File: config.mk
export PLATFORM = sky130hd
export DESIGN_NAME = bls_sram
export DESIGN_NICKNAME = d
export VERILOG_FILES = /design/src/rtl/bls_pkg.sv /design/src/rtl/bls_decode.sv /design/src/rtl/bls_lane_commit.sv /design/src/rtl/bls_byte_array.sv /design/src/rtl/bls_sram.sv
export SDC_FILE = /design/constraint.sdc
export NUM_CORES = 2
export LEC_CHECK = 0
export BUFFER_PORTS_ARGS = -buffer_cell sky130_fd_sc_hd__buf_2
export CAP_MARGIN = 20
export CORE_MARGIN = 2
export CORE_UTILIZATION = 30
export CTS_BUF_LIST = sky130_fd_sc_hd__clkbuf_8
export DETAILED_ROUTE_END_ITERATION = 7
export GPL_ROUTABILITY_DRIVEN = 1
export GPL_TIMING_DRIVEN = 0
export PLACE_DENSITY = 0.52
export SETUP_SLACK_MARGIN = 0.05
export SLEW_MARGIN = 20
export SYNTH_ARGS = -nofsm -noshare
export SYNTH_HDL_FRONTEND = slang
export SYNTH_HIERARCHICAL = 1
export SYNTH_SLANG_ARGS = --single-unit
File: constraint.sdc
create_clock -name clk -period 9.2 [get_ports clk]
set_input_delay 1.38 -clock clk [delete_from_list [all_inputs] [get_ports clk]]
set_output_delay 1.38 -clock clk [all_outputs]
set_load 0.005 [all_outputs]
File: src/rtl/bls_pkg.sv
package bls_pkg;
  localparam int LANES  = 2;
  localparam int LANE_W = 8;
  localparam int WORD_W = LANES * LANE_W;

  typedef enum logic [1:0] {
    LANE_STBY  = 2'd0,
    LANE_IDLE  = 2'd1,
    LANE_READ  = 2'd2,
    LANE_WRITE = 2'd3
  } lane_mode_e;
endpackage

File: src/rtl/bls_decode.sv
module bls_decode
  import bls_pkg::*;
(
  input  logic             ce_n,
  input  logic             ce,
  input  logic             we_n,
  input  logic             oe_n,
  input  logic [LANES-1:0] ben_n,
  output lane_mode_e       mode_o [LANES],
  output logic             standby_o
);
  logic sel;
  logic stby;

  always_comb begin
    sel  = ~ce_n & ce;
    stby = ~sel | (&ben_n);
  end

  for (genvar l = 0; l < LANES; l++) begin : g_lane
    always_comb begin
      if (stby)              mode_o[l] = LANE_STBY;
      else if (ben_n[l])     mode_o[l] = LANE_IDLE;
      else if (!we_n)        mode_o[l] = LANE_WRITE;
      else if (!oe_n)        mode_o[l] = LANE_READ;
      else                   mode_o[l] = LANE_IDLE;
    end
  end

  assign standby_o = stby;
endmodule

File: src/rtl/bls_lane_commit.sv
module bls_lane_commit #(
  parameter int IDX_W  = 8,
  parameter int LANE_W = 8
) (
  input  logic              clk,
  input  logic              rst_n,
  input  logic              win_i,
  input  logic [IDX_W-1:0]  idx_i,
  input  logic [LANE_W-1:0] data_i,
  output logic              commit_o,
  output logic [IDX_W-1:0]  cidx_o,
  output logic [LANE_W-1:0] cdata_o
);
  logic              win_q,  win_d;
  logic [IDX_W-1:0]  idx_q,  idx_d;
  logic [LANE_W-1:0] data_q, data_d;
  logic              cap_en;

  always_comb begin
    cap_en = win_i;
    win_d  = win_i;
    idx_d  = cap_en ? idx_i  : idx_q;
    data_d = cap_en ? data_i : data_q;
  end

  always_ff @(posedge clk or negedge rst_n) begin
    if (!rst_n) win_q <= 1'b0;
    else        win_q <= win_d;
  end

  always_ff @(posedge clk) begin
    idx_q  <= idx_d;
    data_q <= data_d;
  end

  assign commit_o = win_q & ~win_i;
  assign cidx_o   = idx_q;
  assign cdata_o  = data_q;
endmodule

File: src/rtl/bls_byte_array.sv
module bls_byte_array #(
  parameter int DEPTH  = 256,
  parameter int LANE_W = 8,
  localparam int IDX_W = $clog2(DEPTH)
) (
  input  logic              clk,
  input  logic              we,
  input  logic [IDX_W-1:0]  widx,
  input  logic [LANE_W-1:0] wdata,
  input  logic [IDX_W-1:0]  ridx,
  output logic [LANE_W-1:0] rdata
);
  logic [LANE_W-1:0] mem [DEPTH];

  always_ff @(posedge clk) begin
    if (we) mem[widx] <= wdata;
  end

  assign rdata = mem[ridx];
endmodule

File: src/rtl/bls_sram.sv
module bls_sram
  import bls_pkg::*;
#(
  parameter int ADDR_W = 18,
  parameter int DEPTH  = 256,
  localparam int IDX_W = $clog2(DEPTH)
) (
  input  logic              clk,
  input  logic              rst_n,
  input  logic [ADDR_W-1:0] addr,
  input  logic              ce_n,
  input  logic              ce,
  input  logic              we_n,
  input  logic              oe_n,
  input  logic              ub_n,
  input  logic              lb_n,
  input  logic [WORD_W-1:0] din,
  output logic [WORD_W-1:0] dout,
  output logic              drv_lo,
  output logic              drv_hi,
  output logic              standby
);
  logic [LANES-1:0] ben_n;
  lane_mode_e       mode [LANES];
  logic [LANES-1:0] drv;
  logic [IDX_W-1:0] idx;

  assign ben_n = {ub_n, lb_n};
  assign idx   = addr[IDX_W-1:0];

  if (ADDR_W > IDX_W) begin : g_hi_addr
    logic addr_unused;
    assign addr_unused = ^addr[ADDR_W-1:IDX_W];
  end

  bls_decode u_dec (
    .ce_n      (ce_n),
    .ce        (ce),
    .we_n      (we_n),
    .oe_n      (oe_n),
    .ben_n     (ben_n),
    .mode_o    (mode),
    .standby_o (standby)
  );

  for (genvar l = 0; l < LANES; l++) begin : g_lane
    logic              win;
    logic              commit;
    logic [IDX_W-1:0]  cidx;
    logic [LANE_W-1:0] cdata;
    logic [LANE_W-1:0] rdata;

    assign win = (mode[l] == LANE_WRITE);

    bls_lane_commit #(.IDX_W(IDX_W), .LANE_W(LANE_W)) u_commit (
      .clk      (clk),
      .rst_n    (rst_n),
      .win_i    (win),
      .idx_i    (idx),
      .data_i   (din[l*LANE_W +: LANE_W]),
      .commit_o (commit),
      .cidx_o   (cidx),
      .cdata_o  (cdata)
    );

    bls_byte_array #(.DEPTH(DEPTH), .LANE_W(LANE_W)) u_arr (
      .clk   (clk),
      .we    (commit),
      .widx  (cidx),
      .wdata (cdata),
      .ridx  (idx),
      .rdata (rdata)
    );

    assign drv[l] = (mode[l] == LANE_READ);
    assign dout[l*LANE_W +: LANE_W] = drv[l] ? rdata : '0;
  end

  assign drv_lo = drv[0];
  assign drv_hi = drv[1];
endmodule

# Yosys cells after proc, flatten, opt, wreduce, memory -nomap -nowiden
# Memory sizes are Yosys's and may differ from the RTL's.
# Cells that the tools add are included.
[op_classes]
n_addsub = 0
n_mul = 0
div = 0
magnitude_cmp = 0
n_eq_ne = 4
shifts = 0
mux = 12
bitwise = 8
reduce_logical = 1
[ops]
columns = ["operator", "n"]
rows = [
  ["$mux 8", 2],
  ["$mux 2", 6],
  ["$eq 2x2->1 const B", 4],
  ["$mux 1", 4],
  ["$not 1->1", 4],
  ["$and 1x1->1", 3],
  ["$reduce_and 2->1", 1],
  ["$or 1x1->1", 1],
]
[totals]
register_bits = 34
latchBits = 0
ramBits = 4096
rom_bits = 0
input_bits = 42
out_inout_bits = 19
elab_cells = 33
memories = 2
[memory_table]
columns = ["name", "depth", "width", "rd", "rd_clocked_by_memory_dff", "wr", "line", "text"]
rows = [
  ["g_lane[0].u_arr.mem", 256, 8, 1, 0, 1, "bls_byte_array.sv:13", "logic [LANE_W-1:0] mem [DEPTH];"],
  ["g_lane[1].u_arr.mem", 256, 8, 1, 0, 1, "bls_byte_array.sv:13", ""],
]

# Logic depth before layout (Yosys ltp)
[logic_depth]
depth_word = 10
mapped_depth = 12
mapped_depth_nobuf = 7

# Cells and area by module
# Netlist, hierarchy kept.
[by_module_without_submodules]
columns = ["mod", "instances", "cells_each", "area_per_inst_um2", "seq_area_each_um2"]
rows = [
  ["bls_byte_array", 2, 3725, 79396.1, 61499.0],
  ["bls_lane_commit", 2, 18, 519.2, 505.5],
  ["bls_sram", 1, 20, 167.7, 0.0],
  ["bls_decode", 1, 8, 67.6, 0.0],
]

# Worst setup path after synthesis
# OpenSTA, ideal clock, no wires.
[synth_timing]
kind = "in2out"
startpoint = "input port addr[0]"
endpoint = "output port dout[10]"
t_arrival_ns = 3.379
t_required_ns = 7.820
path_slack_ns = 4.441
stages = 10
path_buffers = 4
cell_sequence = "buf_6 > buf_12 > buf_8 > buf_2 > mux4_2 > a22oi_1 > a21oi_1 > nor4_1 > nor4_2 > and3b_1"
[synth_between]
elab_chain_cells = 2
[synth_lines]
columns = ["element", "line", "text"]
rows = [
  ["from (decl)", "bls_sram.sv:10", "input logic [ADDR_W-1:0] addr,"],
  ["$mem_v2 256x8", "n/a", ""],
  ["via g_lane[1].rdata[2]", "bls_sram.sv:51", "logic [LANE_W-1:0] rdata;"],
  ["$mux 8", "bls_sram.sv:76", "assign dout[l*LANE_W +: LANE_W] = drv[l] ? rdata : '0;"],
  ["to (decl)", "bls_sram.sv:18", "output logic [WORD_W-1:0] dout,"],
]
# The timed path passes the listed nets, and every way through them passes these cells.

# Worst setup path in the final report
[layout_timing]
startpoint = "input port addr[2]"
endpoint = "output port dout[7]"
[layout_between]
elab_chain_cells = 2
[layout_lines]
columns = ["element", "line"]
rows = [
  ["$mem_v2 256x8", "n/a"],
  ["via g_lane[0].rdata[7]", "bls_sram.sv:51"],
  ["$mux 8", "bls_sram.sv:76"],
]
# The timed path passes the listed nets, and every way through them passes these cells.

==> results.tsv <==
stage	metric	value	unit
floorplan	die_w	734	um
run	maxCapViolCount	0	
global_route	grt_pass1_wl	717000	um
clock_network	cts_tree	done	
pwr	p_total	37100	uW
run_status	status	complete, no violations	
min_path	whs_path_depth	1	
setup_path	critical-path-slowest-cell	clkbuf_1	
synthesis	synthTopCellsByArea	edfxtp_1 77%, mux4_2 13%, mux2i_1 1.7%, nor2_1 1.3%, a22oi_1 1.2%	
placed_design	gp_congestion	0.937	
floorplan	start_util	0.301	
setup_path	critical_path_arrival	6.67	ns
placed_design	port_buffers	50	
global_route	grt_overflow	0	
clock_network	root_buffer	clkbuf_8	
floorplan	rows	268	
floorplan	boundaryPins	61	
timing	fin_crit_sh	0.876	
pwr	swShare	0.235	
floorplan	die_h	734	um
synthesis	yosysTopAreaCell	edfxtp_1	
synthesis	ys_types	59	
global_route	grt_util_all_layers	0.191	
route	drtAntennaViolNets	0	
clock_network	clkSinkCount	4130	
timing	skew	0.122	ns
floorplan	core_area	532000	um2
timing	final-setup-viol-count	0	
timing	maxSlewViolCount	0	
setup_path	timing.rr.start	g_lane[0].u_commit/cidx_o[1]$_DFFE_PP_	
global_route	antenna_found_initial	49	
placed_design	hpwl	378000	um
pwr	p_sw	8730	uW
timing	rsz0062_at_grt	no	
route	num_vias	87197	
timing	setup-tns-final	0	ns
synthesis	synth-async-reset-ratio	0.000484	
setup_path	start_kind	input pin	
clock_network	cts_buffers	662	
floorplan	dieArea	539000	um2
pwr	p_leak	0.0577	uW
pwr	seq_power_share	0.551	
setup_path	cp_num_buf_inv	4	
setup_path	path_depth	11	
pwr	clockPowerShare	0.397	
synthesis	syn_area_per_cell	21.3	um2
finish	fillers	49231	
timing	slew_headroom	0.103	
synthesis	yosysTopAreaCellShare	0.774	
global_route	first_global_vias	86340	
route	wire_per_inst	33.2	um
setup_path	cp_data_required_time	7.82	ns
setup_path	criticalPathCategory	in2out	
clock_network	h-tree-depth	6	
setup_path	ff2ff_path_depth	7	
finish	areaGrowthSynthToFinish	16.1	%
placed_design	dp_cells	14832	
setup_path	end_kind	output port	
timing	fmax	0.124	GHz
synthesis	netlist_instances	7514	
pwr	p_per_area	200	nW/um2
synthesis	ys_top_cells_by_count	4128 x edfxtp_1, 908 x mux4_2, 564 x nor2_1	
setup_path	path_cells	buf_2 > buf_2 > clkbuf_1 > nand3b_1 > o22ai_1 > o21ai_0 > nand3_1 > nor4_1 > nor4_1 > and3b_1 > buf_2	
clock_network	clk_latency	1.31	ns
synthesis	synthesis.area	160000	um2
timing	period_needed	8.05	ns
route	vias_per_cell	5.44	
finish	final_util	0.349	
synthesis	synth_edf_count	4128	
route	wl	533000	um
setup_path	crit_top_cell	buf_2	
clock_network	cts_max_path_buffers	4	
synthesis	synth_nets	7556	
finish	layout.nets	8521	
clock_network	clk_pin_slew_worst_paths	0.06	ns
route	drtPass1Iterations	8	
timing	setup_ws	1.15	ns
setup_path	crit_start	addr[2]	
timing	tightest_slew	1.33	ns
setup_path	cp_top_family	buffers and inverters	
clock_network	cts_resized	0	
global_route	grt_max_degree	32	
synthesis	synth_seq_cells	4130	
setup_path	cpPeakStageDelay	0.94	ns
min_path	hp-class	in2reg	
pwr	vdd_drop_max	168	uV
pwr	intPower	28400	uW
placed_design	post-place-ws	1.29	ns
finish	stdcell_count	16042	
synthesis	yosysWarnings	6	
synthesis	yosysSeqAreaShare	0.775	
synthesis	synth_most_common_cell	edfxtp_1	
min_path	min_from	din[6]	
route	drc	0	
synthesis	synthFlopType	edfxtp_1	
timing	hold_violations	0	
pwr	p_comb_frac	0.052	
route	drtIter0Drc	12287	
finish	drive_gt1_frac	0.266	
setup_path	worstPathMaxFanout	13	
-- sequential cells by signal (all words and copies together), names as in the netlist --
register                 flops
g_lane.u_arr/mem          4096
g_lane.u_commit/cdata_o     16
g_lane.u_commit/cidx_o      16
g_lane.u_commit/win_q        2
-- worst reg2reg max path: stages (launching register included) --
cell and delay (ns):
edfxtp_1 0.57, clkbuf_1 0.49, nor2b_1 0.20, clkbuf_1 0.45, nand3_1 0.54, clkbuf_2 0.44
buf_16 0.26, nor2_1 0.87
-- through the flow --
stage / hold slack, ns / area, um2
2_1_floorplan: 0.964 / 160000
3_3_place_gp: 1.17 / 169000
3_5_place_dp: 0.577 / 174000
4_1_cts: 0.174 / 186000
5_1_grt: 0.244 / 186000
6_report: 0.310 / 186000
-- cells in the final DEF, fill, tap and decap left out, types with 22 or more instances in the layout --
| cell type | synthesis | layout |
|---|---|---|
| a22oi_1 | 266 | 266 |
| mux2i_1 | 268 | 268 |
| nand3_1 | 68 | 68 |
| nor3_1 | 44 | 43 |
| o22ai_1 | 56 | 56 |
| buf_8 | 26 | 209 |
| buf_12 | 16 | 22 |
| buf_4 | 54 | 57 |
| clkbuf_8 | 0 | 669 |
| clkbuf_1 | 222 | 151 |
| a211oi_1 | 36 | 32 |
| a221oi_1 | 26 | 24 |
| edfxtp_1 | 4128 | 4128 |
| buf_2 | 62 | 135 |
| nor2b_1 | 64 | 64 |
| a21oi_1 | 192 | 191 |
| mux4_2 | 908 | 908 |
| clkinv_2 | 0 | 68 |
| nor4_1 | 48 | 36 |
| inv_1 | 2 | 205 |
| o221ai_1 | 92 | 92 |
| buf_16 | 0 | 47 |
| diode_2 | 0 | 31 |
| nand2_1 | 66 | 66 |
| clkinv_1 | 2 | 164 |
| clkbuf_2 | 0 | 72 |
| buf_6 | 42 | 45 |
| nor2_1 | 564 | 544 |
| buf_1 | 44 | 27 |
-- path summary, 6_finish.rpt --
kind	endpoint	slack (ns)
max	dout[7]	1.15
min	g_lane[0].u_commit/cdata_o[6]$_DFFE_PP_	0.31
max reg2reg	g_lane[0].u_arr/mem[138][4]$_DFFE_PP_	4.99
min reg2reg	g_lane[0].u_arr/mem[82][3]$_DFFE_PP_	0.63
max in group asynchronous	g_lane[1].u_commit/win_q$_DFF_PN0_	8.46
min in group asynchronous	g_lane[0].u_commit/win_q$_DFF_PN0_	0.64
-- per-layer routing --
metal	part of all wire	vias up	track usage
met5	0.00024	-	0
met4	0.047	18	0.0803
met3	0.11	1100	0.0485
met2	0.45	5351	0.292
met1	0.40	47005	0.260
li1	-	33723	-
-- cell type report --
cell class | instances | area (um2) | share of cell area
diodes | 31 | 77.6 | 0.000417
plain buffers | 466 | 3010 | 0.0162
clock buffers | 669 | 9210 | 0.0495
clock inverters | 507 | 2880 | 0.0155
inverters | 4 | 15.0 | 0.0000808
multi-input cells | 2914 | 33400 | 0.180
flip-flops and latches | 4130 | 124000 | 0.667
well taps | 7020 | 8780 | 0.0473
repair buffers | 301 | 4520 | 0.0243
-- what timing repair did --
action                     4_1_cts  5_1_grt
setup endpoints to repair        0        0
hold endpoints to repair         2        0
hold buffers                     1        0
buffers inserted                 0        0
-- logic make-up after synthesis --
group	share of synthesized area
simple gates	0.0275
mux	0.145
flops	0.775
buf+inv	0.0182
compound gates	0.0342
-- power groups by stage --
stage               Sequential, uW  Clock [uW]  Combinational (uW)
floorplan                    20900           0                 951
global placement             21000           0                1750
detailed placement           20900           0                1880
CTS                          20500       15000                1880
global route                 20400       15800                1940
finish                       20500       14700                1910
Power figures use the tool's default switching activity.
